**src/rtl/prienc_pkg.sv**
```systemverilog
package prienc_pkg;

  // Strobes passed from the control slice to the datapath slice
  typedef struct packed {
    logic gateOn;    // encoder enabled
    logic anyReq;    // at least one raw request present
    logic validOut;  // enabled and a request present
  } encStrobes_t;

endpackage

```
**src/rtl/prienc_ctrl.sv**
```systemverilog
module prienc_ctrl
  import prienc_pkg::*;
#(
  parameter int NUM_REQ = 8
) (
  input  logic               enable,
  input  logic [NUM_REQ-1:0] reqLines,
  output encStrobes_t        strobes
);

  always_comb begin
    strobes.gateOn   = enable;
    strobes.anyReq   = |reqLines;
    strobes.validOut = enable & (|reqLines);
  end

endmodule

```
**src/rtl/prienc_datapath.sv**
```systemverilog
module prienc_datapath
  import prienc_pkg::*;
#(
  parameter int NUM_REQ = 8,
  localparam int CODE_W = (NUM_REQ > 1) ? $clog2(NUM_REQ) : 1
) (
  input  logic [NUM_REQ-1:0] reqLines,
  input  encStrobes_t        strobes,
  output logic [CODE_W-1:0]  codeOut
);

  logic [NUM_REQ-1:0] winLine;
  logic [CODE_W-1:0]  codeRaw;

  // One winner flag per line: active and no higher-numbered line active
  for (genvar i = 0; i < NUM_REQ; i++) begin : g_win
    localparam logic [NUM_REQ-1:0] HIGHER_MASK = {NUM_REQ{1'b1}} << (i + 1);
    assign winLine[i] = reqLines[i] & ~(|(reqLines & HIGHER_MASK));
  end

  always_comb begin
    codeRaw = '0;
    for (int i = 0; i < NUM_REQ; i++) begin
      if (winLine[i]) codeRaw = codeRaw | CODE_W'(i);
    end
    codeOut = strobes.gateOn ? codeRaw : '0;


    win_onehot_chk: assert ($onehot0(winLine))
      else $error("more than one winning line");

    win_active_chk: assert (!(|winLine) || reqLines[codeRaw])
      else $error("winning code points at an idle line");

    no_higher_chk: assert (!(|winLine) || (((reqLines >> codeRaw) >> 1) == '0))
      else $error("a higher line is active than the encoded one");

    gate_off_chk: assert (strobes.gateOn || (codeOut == '0))
      else $error("code not zero while disabled");

    idle_zero_chk: assert (strobes.anyReq || (codeRaw == '0))
      else $error("nonzero code with no request");
  end

endmodule

```
**src/rtl/prienc_top.sv**
```systemverilog
module prienc_top
  import prienc_pkg::*;
#(
  parameter int NUM_REQ = 8,
  localparam int CODE_W = (NUM_REQ > 1) ? $clog2(NUM_REQ) : 1
) (
  input  logic               enable,
  input  logic [NUM_REQ-1:0] reqLines,
  output logic [CODE_W-1:0]  codeOut,
  output logic               reqIndicator
);

  encStrobes_t strobes;

  prienc_ctrl #(.NUM_REQ(NUM_REQ)) i_ctrl (
    .enable   (enable),
    .reqLines (reqLines),
    .strobes  (strobes)
  );

  prienc_datapath #(.NUM_REQ(NUM_REQ)) i_dp (
    .reqLines (reqLines),
    .strobes  (strobes),
    .codeOut  (codeOut)
  );

  assign reqIndicator = strobes.validOut;

endmodule

```
**config.mk**
```make
export PLATFORM = sky130hd
export DESIGN_NAME = prienc_top
export DESIGN_NICKNAME = d
export VERILOG_FILES = /design/src/rtl/prienc_pkg.sv /design/src/rtl/prienc_ctrl.sv /design/src/rtl/prienc_datapath.sv /design/src/rtl/prienc_top.sv
export SDC_FILE = /design/constraint.sdc
export NUM_CORES = 1
export LEC_CHECK = 0
export BUFFER_PORTS_ARGS = -buffer_cell sky130_fd_sc_hd__buf_4
export CORE_AREA = 2 2 39 41
export DETAILED_ROUTE_END_ITERATION = 16
export DIE_AREA = 0 0 41 43
export PLACE_DENSITY = 0.33
export SETUP_SLACK_MARGIN = 0.05
export SLEW_MARGIN = 20
export SYNTH_ARGS = -nofsm -noshare
export SYNTH_HDL_FRONTEND = slang
export SYNTH_SLANG_ARGS = --single-unit
```
**constraint.sdc**
```tcl
create_clock -name vclk -period 0.9
set_clock_uncertainty 0.1 [all_clocks]
set_input_delay 0.09 -clock vclk [all_inputs]
set_output_delay 0.09 -clock vclk [all_outputs]
set_load 0.01 [all_outputs]
```
==> flow_summary.yaml <==
global_routing:
  grt_overflow_total: 0
  grt_pass1_vias: 147
  grtUsageTotal_pct: 4.30
  grt_start_max_net_pins: 5
  grt_first_pass_wirelength_microns: 572
  antenna_found_initial: 0
min_path:
  min_path_cells: 3
  hp-class: "in -> out"
  min-delay-start: "reqLines[4]"
  min_to: "codeOut[0]"
setup_path:
  cp.required_ps: 710
  end_kind: "output pin"
  path_cells: "buf_8, nor4_4, a31oi_1, buf_4"
  cp_slowest_cell: "nor4_4"
  startpoint: "reqLines[5]"
  worstSetupPathType: "in -> out"
  start_kind: "primary input"
  arrival_ps: 740
  cp_max_fo: 3
  max_stage_delay_ps: 280
cells_and_area:
  seq_area_sq_um: 0
  drive_gt1_share_pct: 67.9
  diodes: 0
  areaGrowthSynthToFinish_pct: 204
  seq_cell_count: 0
  utilization_pct: 18.4
  final_nets: 39
  clock_buffer_count: 0
  fin_area_sq_um: 255
  finalNonFillerCells: 44
pwr:
  internal_power_uw: 68.8
  p_leak_nw: 0.115
  peakVddDrop_mv: 0.0939
  seq_power_share_pct: 0
  pwr-share-clk_pct: 0
  p_switching_uw: 46.6
  switching_share_pct: 40.4
  power_frac_comb_pct: 100.0
  fin_total_pwr_uw: 115
  powerDensity_nw_per_um2: 452
die:
  dieArea_sq_um: 1760
  die_y_microns: 43
  io_pins: 13
  die_x_microns: 41
  start_util_pct: 6.06
  placementRows: 14
  core_area_sq_um: 1380
timing:
  layout_setup_ws_ps: -25.5
  drv_slew: 0
  rsz0062_at_grt: "true"
  hold_viol_final: 0
  slew_headroom_pct: 82.7
  period_minus_slack_ps: 926
  finalSetupViolCount: 3
  fin_crit_sh_pct: 103
  max_freq_mhz: 1080
  tightest_slew_ps: 256
route:
  drc: 0
  drtAntennaViolNets: 0
  via_count: 153
  drtIter0Drc: 0
  routedWlPerCell_microns: 8.20
  drt_pass1_iterations: 1
  wl_microns: 361
  avgViaCountPerCell: 3.48
status:
  violations: "negative setup slack"
  status: "complete, but fails checks"
synth:
  syn_avg_cell_area_sq_um: 6.45
  syn_nets: 22
  yosysSeqAreaShare_pct: 0
  ys_types: 10
  syn-cell-area_sq_um: 83.8
  ys_warn_count: 0
  synth_cells: 13
placement:
  placed_cells: 43
  globalplace.congestion: 0.614
  port_buffers: 13
  placed_area_sq_um: 209
flow_run:
  drv_cap: 0
-- kinds of logic after synthesis --
family                 synth area share [%]
buffers and inverters                  8.96
AOI/OAI and AO/OA                      49.3
and+or+nand+nor                        41.8
-- per-stage QoR --
step | hold slack (ps) | setup TNS [ps] | setup WS, ps
finish | 377 | -36.7 | -25.5
global route | 398 | -255 | -108
CTS | 383 | -78.4 | -40.3
detailed placement | 398 | -340 | -106
global placement | 397 | -289 | -97.1
floorplan | 157 | 0 | 172
-- cell type report --
class                           count  area (sq um)
Fill cell                         162          1130
Timing Repair Buffer               15           131
Multi-Input combinational cell     11          96.3
Tap cell                           16          20.0
Inverter                            2          7.51
-- repair_timing --
item                                    CTS  global route
pin swaps                                 5             0
endpoints found under the setup margin    4             4
hold buffers                              0             0
resized for setup                        10             0
gates cloned                              0             0
hold endpoints to repair                  0             0
setup buffers                             1             0
-- metal layers --
metal | GRT usage [%] | vias to the layer above | share of wire, %
li1 | - | 79 | -
met1 | 5.38 | 66 | 39
met2 | 7.50 | 8 | 45
met3 | 1.05 | 0 | 15
met4 | 0 | 0 | 0
met5 | 0 | - | 0
-- power by group through the flow --
stage / clock [mW] / sequential [mW] / combinational [mW]
after floorplan: 0 / 0 / 0.0297
after global placement: 0 / 0 / 0.0934
after detailed placement: 0 / 0 / 0.0946
after CTS: 0 / 0 / 0.118
after global routing: 0 / 0 / 0.126
final: 0 / 0 / 0.115
-- worst max-delay path by stage --
| stage | to | cells past startpoint |
|---|---|---|
| floorplan | reqIndicator | 2 |
| global placement | codeOut[1] | 5 |
| detailed placement | reqIndicator | 4 |
| CTS | reqIndicator | 4 |
| global route | reqIndicator | 4 |
| finish | reqIndicator | 4 |
-- cells in the final DEF, fill, tap and decap left out, types with 2 or more instances in the layout --
cell type	netlist	layout
nor2_1	3	2
buf_6	0	3
inv_1	2	2
buf_4	0	11
-- worst max-delay path: cells and delay by family --
kind / cells / cell delay (ps)
AND/OR/NAND/NOR: 1 / 280
buffers and inverters: 2 / 250
AO/OA/AOI/OAI: 1 / 120
-- synth_stat cells --
master   count  area, sq um
a31oi_1      1         6.26
nor2_1       3         11.3
o41ai_2      1         16.3
o21ai_0      1         5.00
nor2b_1      1         6.26
inv_1        2         7.51
a21oi_1      1         5.00
o31a_1       1         8.76
nor3_1       1         5.00
nor4_2       1         12.5
(Power assumes the default switching activity.)
